## src/rtl/ddf_pkg.sv

```systemverilog
package ddf_pkg;

   typedef enum logic [1:0] {
      WT_IDLE  = 2'b00,
      WT_DATA  = 2'b01,
      WT_ORBIT = 2'b10,
      WT_TEST  = 2'b11
   } word_type_e;

   localparam int unsigned CFG_BYTE_W = 8;

endpackage

```

## src/rtl/ddf_align_delay.sv

```systemverilog
module ddf_align_delay #(
   parameter int unsigned W       = 9,
   parameter int unsigned MAX_DLY = 3,
   parameter int unsigned SEL_W   = 2
) (
   input  logic             clk,
   input  logic             rst_n,
   input  logic [SEL_W-1:0] sel,
   input  logic [W-1:0]     din,
   output logic [W-1:0]     dout
);

   initial begin
      if (W == 0) $fatal(1, "ddf_align_delay: W must be nonzero");
      if ((1 << SEL_W) < MAX_DLY + 1) $fatal(1, "ddf_align_delay: SEL_W too narrow");
   end

   generate
      if (MAX_DLY == 0) begin : g_passthru
         logic unused_ok;
         assign unused_ok = &{1'b0, clk, rst_n, sel};
         assign dout = din;
      end else begin : g_taps
         logic [W-1:0] sh [MAX_DLY];

         always_ff @(posedge clk) begin
            if (!rst_n) begin
               for (int i = 0; i < MAX_DLY; i++) sh[i] <= '0;
            end else begin
               sh[0] <= din;
               for (int i = 1; i < MAX_DLY; i++) sh[i] <= sh[i-1];
            end
         end

         always_comb begin
            dout = din;
            for (int i = 1; i <= MAX_DLY; i++)
               if (sel == SEL_W'(i)) dout = sh[i-1];
         end

         if (MAX_DLY >= 2) begin : g_chk
            // each stage holds what the previous stage held one clock earlier
            a_r3_shift_chain: assert property (@(posedge clk) disable iff (!rst_n)
               sh[1] == $past(sh[0]));
         end
      end
   endgenerate

endmodule

```

## src/rtl/ddf_cfg_regs.sv

```systemverilog
module ddf_cfg_regs #(
   parameter int unsigned ADDR_W  = 5,
   parameter int unsigned NUM_PAT = 20,
   parameter int unsigned NUM_CH  = 2,
   parameter int unsigned DSEL_W  = 2
) (
   input  logic                                clk,
   input  logic                                rst_n,
   input  logic                                we,
   input  logic [ADDR_W-1:0]                   addr,
   input  logic [ddf_pkg::CFG_BYTE_W-1:0]      wdata,
   output logic [NUM_CH-1:0][DSEL_W-1:0]       dly_sel,
   output logic                                test_en,
   output logic                                clr_err,
   output logic [NUM_PAT-1:0][ddf_pkg::CFG_BYTE_W-1:0] pat
);
   localparam int unsigned BW       = ddf_pkg::CFG_BYTE_W;
   localparam int unsigned TEST_BIT = NUM_CH * DSEL_W;
   localparam int unsigned CLR_BIT  = TEST_BIT + 1;

   initial begin
      if (CLR_BIT >= BW) $fatal(1, "ddf_cfg_regs: control fields exceed one byte");
      if ((1 << ADDR_W) < NUM_PAT + 1) $fatal(1, "ddf_cfg_regs: ADDR_W too narrow");
   end

   logic [TEST_BIT:0] ctrl_q;
   logic              ctrl_hit;

   assign ctrl_hit = we && (addr == '0);
   assign clr_err  = ctrl_hit && wdata[CLR_BIT];
   assign test_en  = ctrl_q[TEST_BIT];

   always_ff @(posedge clk) begin
      if (!rst_n)        ctrl_q <= '0;
      else if (ctrl_hit) ctrl_q <= wdata[TEST_BIT:0];
   end

   generate
      for (genvar c = 0; c < NUM_CH; c++) begin : g_sel
         assign dly_sel[c] = ctrl_q[c*DSEL_W +: DSEL_W];
      end
      for (genvar p = 0; p < NUM_PAT; p++) begin : g_pat
         always_ff @(posedge clk) begin
            if (!rst_n)                              pat[p] <= '0;
            else if (we && addr == ADDR_W'(p + 1))   pat[p] <= wdata;
         end
      end
   endgenerate

   // unmapped addresses leave every pattern byte untouched
   a_r10_unmapped_ignored: assert property (@(posedge clk) disable iff (!rst_n)
      (we && addr > ADDR_W'(NUM_PAT)) |=> pat == $past(pat));

   // unmapped addresses leave the control fields untouched
   a_r10_ctrl_kept: assert property (@(posedge clk) disable iff (!rst_n)
      (we && addr > ADDR_W'(NUM_PAT)) |=> $stable(ctrl_q));

endmodule

```

## src/rtl/ddf_orbit_ctrl.sv

```systemverilog
module ddf_orbit_ctrl #(
   parameter int unsigned BX_W    = 12,
   parameter int unsigned NUM_PAT = 20,
   parameter int unsigned IDX_W   = 5
) (
   input  logic             clk,
   input  logic             rst_n,
   input  logic             bc0,
   input  logic             test_en,
   output logic [BX_W-1:0]  bx_cnt,
   output logic [IDX_W-1:0] tst_idx
);

   initial begin
      if (NUM_PAT < 2) $fatal(1, "ddf_orbit_ctrl: need at least two patterns");
      if ((1 << IDX_W) < NUM_PAT) $fatal(1, "ddf_orbit_ctrl: IDX_W too narrow");
   end

   localparam logic [IDX_W-1:0] IDX_LAST = IDX_W'(NUM_PAT - 1);

   always_ff @(posedge clk) begin
      if (!rst_n)           bx_cnt <= '0;
      else if (bc0)         bx_cnt <= '0;
      else if (bx_cnt != '1) bx_cnt <= bx_cnt + 1'b1;
   end

   always_ff @(posedge clk) begin
      if (!rst_n)       tst_idx <= '0;
      else if (bc0)     tst_idx <= '0;
      else if (test_en) tst_idx <= (tst_idx == IDX_LAST) ? '0 : tst_idx + 1'b1;
   end

   // the counter steps by one between orbit markers until it saturates
   a_r4_count_step: assert property (@(posedge clk) disable iff (!rst_n)
      (!bc0 && bx_cnt != '1) |=> bx_cnt == $past(bx_cnt) + 1'b1);

   // a saturated counter holds its value until the next marker
   a_r4_saturate: assert property (@(posedge clk) disable iff (!rst_n)
      (!bc0 && bx_cnt == '1) |=> bx_cnt == '1);

   // the pattern index never leaves the register range
   a_r8_idx_bound: assert property (@(posedge clk) disable iff (!rst_n)
      tst_idx <= IDX_LAST);

   // the pattern index holds while test mode is off
   a_r8_idx_hold: assert property (@(posedge clk) disable iff (!rst_n)
      (!bc0 && !test_en) |=> $stable(tst_idx));

endmodule

```

## src/rtl/dual_digitizer_framer.sv

```systemverilog
module dual_digitizer_framer #(
   parameter int unsigned EXP_W   = 2,
   parameter int unsigned MANT_W  = 5,
   parameter int unsigned CAP_W   = 2,
   parameter int unsigned MAX_DLY = 3,
   parameter int unsigned NUM_PAT = 20,
   parameter int unsigned BX_W    = 12
) (
   input  logic                                 clk,
   input  logic                                 rst_n,
   input  logic                                 bc0,
   input  logic [EXP_W-1:0]                     ch0_exp,
   input  logic [MANT_W-1:0]                    ch0_mant,
   input  logic [CAP_W-1:0]                     ch0_cap,
   input  logic [EXP_W-1:0]                     ch1_exp,
   input  logic [MANT_W-1:0]                    ch1_mant,
   input  logic [CAP_W-1:0]                     ch1_cap,
   input  logic                                 cfg_we,
   input  logic [$clog2(NUM_PAT+1)-1:0]         cfg_addr,
   input  logic [7:0]                           cfg_wdata,
   output logic [2+2*(EXP_W+MANT_W)-1:0]        frame_word,
   output logic                                 dig_rst,
   output logic                                 sync_err
);
   import ddf_pkg::*;

   localparam int unsigned NUM_CH = 2;
   localparam int unsigned SMP_W  = EXP_W + MANT_W;
   localparam int unsigned DW     = CAP_W + SMP_W;
   localparam int unsigned PAY_W  = NUM_CH * SMP_W;
   localparam int unsigned WORD_W = 2 + PAY_W;
   localparam int unsigned DSEL_W = (MAX_DLY > 0) ? $clog2(MAX_DLY + 1) : 1;
   localparam int unsigned ADDR_W = $clog2(NUM_PAT + 1);
   localparam int unsigned IDX_W  = $clog2(NUM_PAT);
   localparam int unsigned BW     = CFG_BYTE_W;

   initial begin
      if (BX_W > PAY_W)          $fatal(1, "framer: bunch count wider than payload");
      if (IDX_W + 1 + BW > PAY_W) $fatal(1, "framer: test word does not fit payload");
   end

   logic [DW-1:0]                 ch_in [NUM_CH];
   logic [DW-1:0]                 ch_al [NUM_CH];
   logic [NUM_CH-1:0][DSEL_W-1:0] dly_sel;
   logic                          test_en;
   logic                          clr_err;
   logic [NUM_PAT-1:0][BW-1:0]    pat;
   logic [BX_W-1:0]               bx_cnt;
   logic [IDX_W-1:0]              tst_idx;
   logic                          cap_mismatch;
   logic [PAY_W-1:0]              orbit_pay;
   logic [PAY_W-1:0]              test_pay;
   logic [WORD_W-1:0]             word_d;

   assign ch_in[0] = {ch0_cap, ch0_exp, ch0_mant};
   assign ch_in[1] = {ch1_cap, ch1_exp, ch1_mant};

   ddf_cfg_regs #(
      .ADDR_W (ADDR_W),
      .NUM_PAT(NUM_PAT),
      .NUM_CH (NUM_CH),
      .DSEL_W (DSEL_W)
   ) u_cfg (
      .clk    (clk),
      .rst_n  (rst_n),
      .we     (cfg_we),
      .addr   (cfg_addr),
      .wdata  (cfg_wdata),
      .dly_sel(dly_sel),
      .test_en(test_en),
      .clr_err(clr_err),
      .pat    (pat)
   );

   generate
      for (genvar c = 0; c < NUM_CH; c++) begin : g_ch
         ddf_align_delay #(
            .W      (DW),
            .MAX_DLY(MAX_DLY),
            .SEL_W  (DSEL_W)
         ) u_dly (
            .clk  (clk),
            .rst_n(rst_n),
            .sel  (dly_sel[c]),
            .din  (ch_in[c]),
            .dout (ch_al[c])
         );
      end
   endgenerate

   ddf_orbit_ctrl #(
      .BX_W   (BX_W),
      .NUM_PAT(NUM_PAT),
      .IDX_W  (IDX_W)
   ) u_orbit (
      .clk    (clk),
      .rst_n  (rst_n),
      .bc0    (bc0),
      .test_en(test_en),
      .bx_cnt (bx_cnt),
      .tst_idx(tst_idx)
   );

   assign cap_mismatch = ch_al[0][DW-1 -: CAP_W] != ch_al[1][DW-1 -: CAP_W];

   always_comb begin
      orbit_pay              = '0;
      orbit_pay[BX_W-1:0]    = bx_cnt;
      test_pay               = '0;
      test_pay[IDX_W+BW:0]   = {tst_idx, 1'b0, pat[tst_idx]};
      if (bc0)          word_d = {WT_ORBIT, orbit_pay};
      else if (test_en) word_d = {WT_TEST, test_pay};
      else              word_d = {WT_DATA, ch_al[1][SMP_W-1:0], ch_al[0][SMP_W-1:0]};
   end

   always_ff @(posedge clk) begin
      if (!rst_n) begin
         frame_word <= '0;
         dig_rst    <= 1'b0;
         sync_err   <= 1'b0;
      end else begin
         frame_word <= word_d;
         dig_rst    <= bc0;
         sync_err   <= cap_mismatch | (sync_err & ~clr_err);
      end
   end

   // once raised, the flag stays up unless a clear is written
   a_r6_sticky: assert property (@(posedge clk) disable iff (!rst_n)
      (sync_err && !clr_err) |=> sync_err);

   // the digitizer reset always travels with an orbit word
   a_r5_rst_with_orbit: assert property (@(posedge clk) disable iff (!rst_n)
      dig_rst |-> frame_word[WORD_W-1 -: 2] == WT_ORBIT);

   // a marker always produces an orbit word, whatever the mode
   a_r9_orbit_first: assert property (@(posedge clk) disable iff (!rst_n)
      bc0 |=> frame_word[WORD_W-1 -: 2] == WT_ORBIT);

   // once out of reset the output never carries the idle type
   a_r2_no_idle: assert property (@(posedge clk) disable iff (!rst_n)
      $past(rst_n) |-> frame_word[WORD_W-1 -: 2] != WT_IDLE);

endmodule

```

## config.mk

```make
export PLATFORM = sky130hd
export DESIGN_NAME = dual_digitizer_framer
export DESIGN_NICKNAME = d
export VERILOG_FILES = /design/src/rtl/ddf_pkg.sv /design/src/rtl/ddf_align_delay.sv /design/src/rtl/ddf_cfg_regs.sv /design/src/rtl/ddf_orbit_ctrl.sv /design/src/rtl/dual_digitizer_framer.sv
export SDC_FILE = /design/constraint.sdc
export NUM_CORES = 1
export LEC_CHECK = 0
export BUFFER_PORTS_ARGS = -buffer_cell sky130_fd_sc_hd__buf_2
export CORE_MARGIN = 2
export CORE_UTILIZATION = 28
export DETAILED_ROUTE_END_ITERATION = 10
export PLACE_DENSITY_LB_ADDON = 0.25
export SETUP_SLACK_MARGIN = 0.3
export SLEW_MARGIN = 20
export SYNTH_ARGS = -nofsm -noshare
export SYNTH_HDL_FRONTEND = slang
export SYNTH_HIERARCHICAL = 1
export SYNTH_SLANG_ARGS = --single-unit
```

## constraint.sdc

```tcl
create_clock -name clk -period 3.66 [get_ports clk]
set_input_delay 0.549 -clock clk [delete_from_list [all_inputs] [get_ports clk]]
set_output_delay 0.549 -clock clk [all_outputs]
set_load 0.02 [all_outputs]
```

==> out/results.ini <==
[die]
initial_core_util_pct=28.36
core.rowCount=72
die_y_um=201.8
dieArea_um2=40740
ios=53
coreArea_um2=38650
die_w_um=201.8

[clocking]
postCtsHoldBufs=0
ctsHtreeMaxLevel=1
cts_tree=yes
clock_sinks=254
cts_root_buf=clkbuf_16
post_cts_buffers=0
insertion_delay_ns=0.55
cts-buffers-inserted=28
clockBufferDepth=3
clk_pin_slew_ns=0.06
cts_resized=0

[sta]
skew_ns=0.01814
rsz0062_at_grt=false
fin_crit_ns=2.549
finalMaxSlewViolations=0
fin_tns_setup_ns=0
max_freq_ghz=0.3923
final_hold_viol_count=0
finalCritPeriodShare_pct=69.65
holdWs_ns=0.2285
tightest_slew_ns=1.013
setup_viol=0
setup_slack_ns=1.111
slew_headroom_pct=32.30

[synthesis]
synth_edf_count=0
synth-compound-area-share_pct=5.126
yosysWarningCount=6
ys_ff_latch=254
syn_avg_cell_area_um2=10.59
synth_fa_ha_area_share_pct=0.2283
yosys.area_share.simple_pct=16.97
synth-xor-area-share_pct=0.7193
syn_inst=1035
synth_top_family_by_area=multiplexers
synth_area_um2=10960
ys_seq_area_share_pct=46.40
netlist-cell-type-count=67
synthArstFlopShare_pct=0
synthFlopType=dfxtp_1
syn-num-nets=1072
synthMuxAreaShare_pct=26.98

[hold_path]
worstHoldPathType=in -> reg
hold_depth=2

[route]
wl_mm=29.54
drtIter0Drc=396
vias=7546
ant_nets=0
firstDrtPassIters=4
drt-vias-per-instance=4.722
wire_per_inst_um=18.49
drc_errors=0

[worst_setup_path]
crit_path_cell_trace=buf_4 > mux4_2 > a221oi_1 > nor2_1 > a211o_1
cp_slowest_cell=dfxtp_2
crit_type=reg -> reg
rr_worst_depth=5
cp.arrival_ns=2.98
required_ns=4.09
cp_top_family=flip-flops
worst-path-buf-inv=1
crit_path_max_fanout=35
cp.depth=5
cp-end-kind=flop
startpoint_type=flop
slowest_delay_ns=0.93

[pwr]
ir_drop_mv=0.3541
swShare_pct=22.64
power_frac_comb_pct=4.8
p_int_mw=4.637
fin_total_pwr_mw=5.994
leakagePower_nw=5.138
p_sw_mw=1.357
clockPowerShare_pct=47.8
seqPwrFrac_pct=47.4
p_per_area_nw_per_um2=475.9

[finish]
design_area_um2=12600
layout-drive-gt1-share_pct=19.18
areaGrowthSynthToFinish_pct=14.93
nFillCells=3904
fin_nets=1095

[placed_design]
dp_slack_ns=1.056
place_congestion=0.7913
place_hpwl_mm=19.97
placed_cell_area_um2=11650
portBuffers=52

[global_route]
grt_use_met2_pct=23.94
grt_overflow=0
grt_pass1_vias=7677
grt_busiest_layer=met2
met1_usage_pct=19.14
grt.total_usage_pct=14.42
grtUsageMet3_pct=2.064
antenna_found_initial=2
grt_max_degree=168
grt_first_pass_wirelength_mm=46.14

[job]
maxCapViolCount=0

[run_status]
status=finished, final reports clean

worst paths after layout:
| kind | from | to | slack, ns |
|---|---|---|---|
| setup / recovery | u_orbit/tst_idx[1]$_SDFFE_PP0P_ | frame_word[5]$_SDFF_PN0_ | 1.11 |
| hold / removal | ch1_cap[0] | g_ch[1].u_dly/g_taps.sh[0][7]$_SDFF_PN0_ | 0.23 |
| setup reg to reg | u_orbit/tst_idx[1]$_SDFFE_PP0P_ | frame_word[5]$_SDFF_PN0_ | 1.11 |
| hold reg to reg | g_ch[0].u_dly/g_taps.sh[0][2]$_SDFF_PN0_ | g_ch[0].u_dly/g_taps.sh[0][11]$_SDFF_PN0_ | 0.45 |
cell usage after synthesis (all sizes together), types with 9 or more instances:
| library cell | number | share of area (%) |
|---|---|---|
| and2 | 56 | 3.2 |
| buf | 27 | 1.7 |
| clkbuf | 49 | 1.7 |
| dfxtp | 254 | 46 |
| mux2 | 29 | 3.0 |
| mux2i | 184 | 17 |
| mux4 | 35 | 7.2 |
| nand2 | 200 | 7.1 |
| nor2 | 29 | 1.0 |
| nor2b | 18 | 1.0 |
| nor3 | 13 | 0.84 |
| o21ai | 18 | 0.82 |
| o221ai | 12 | 0.96 |
| or3 | 9 | 0.51 |
flip-flops by register name (all words and copies together) (netlist names):
name	count
g_ch.u_dly/g_taps.sh	54
frame_word	16
dig_rst	1
u_cfg/pat	160
u_orbit/tst_idx	5
u_cfg/ctrl_q	5
u_orbit/bx_cnt	12
sync_err	1
power by group through the flow:
stage	registers, mW	clock network (mW)	logic [mW]
3_5_place_dp	2.90	0	0.293
5_1_grt	2.84	3.05	0.314
3_3_place_gp	2.90	0	0.292
4_1_cts	2.84	2.94	0.294
6_report	2.84	2.86	0.289
2_1_floorplan	2.90	0	0.171
layout make-up:
class | instances | area, um2 | area share (%)
Multi-Input combinational cell | 699 | 5482 | 43.52
Sequential cell | 254 | 5087 | 40.39
Clock buffer | 39 | 833.3 | 6.616
Tap cell | 518 | 648.1 | 5.146
Timing Repair Buffer | 69 | 406.6 | 3.228
Clock inverter | 12 | 113.9 | 0.9039
Inverter | 6 | 22.52 | 0.1788
Antenna cell | 1 | 2.502 | 0.01987
routing by layer:
metal  up-vias  wire length, um
li1       3668                -
met1      3714            13270
met2       109            14170
met3        51             1262
met4         4              812
met5         -               27
through the flow:
step	std cells	utilization, %
final	1598	32.59
after global routing	1597	32.59
after CTS	1597	32.59
after detailed placement	1546	30.13
after global placement	1546	30.13
after floorplan	1035	-
cell families (layout without fill, tap and decap cells):
logic type	count (synthesis)	after routing
xor+xnor	9	9
fa+ha+maj	2	2
mux	248	248
simple gates	365	365
compound gates	75	75
buf+inv	82	126
flops	254	254
other cells	0	1
placed cells by master, fill, tap and decap left out, types with 7 or more instances in the layout:
| master | count |
|---|---|
| clkinv_2 | 9 |
| mux4_2 | 35 |
| buf_2 | 51 |
| mux2_2 | 23 |
| nand2_2 | 11 |
| nor2_1 | 28 |
| or3_1 | 9 |
| nand2_1 | 189 |
| nor3_1 | 10 |
| nor2b_1 | 18 |
| a21oi_1 | 8 |
| dfxtp_1 | 252 |
| o221ai_1 | 12 |
| clkbuf_16 | 29 |
| mux2i_1 | 184 |
| and2_1 | 56 |
| buf_4 | 16 |
| clkbuf_8 | 7 |
| o21ai_0 | 17 |
Note: power is estimated with default switching activity, not from simulation.
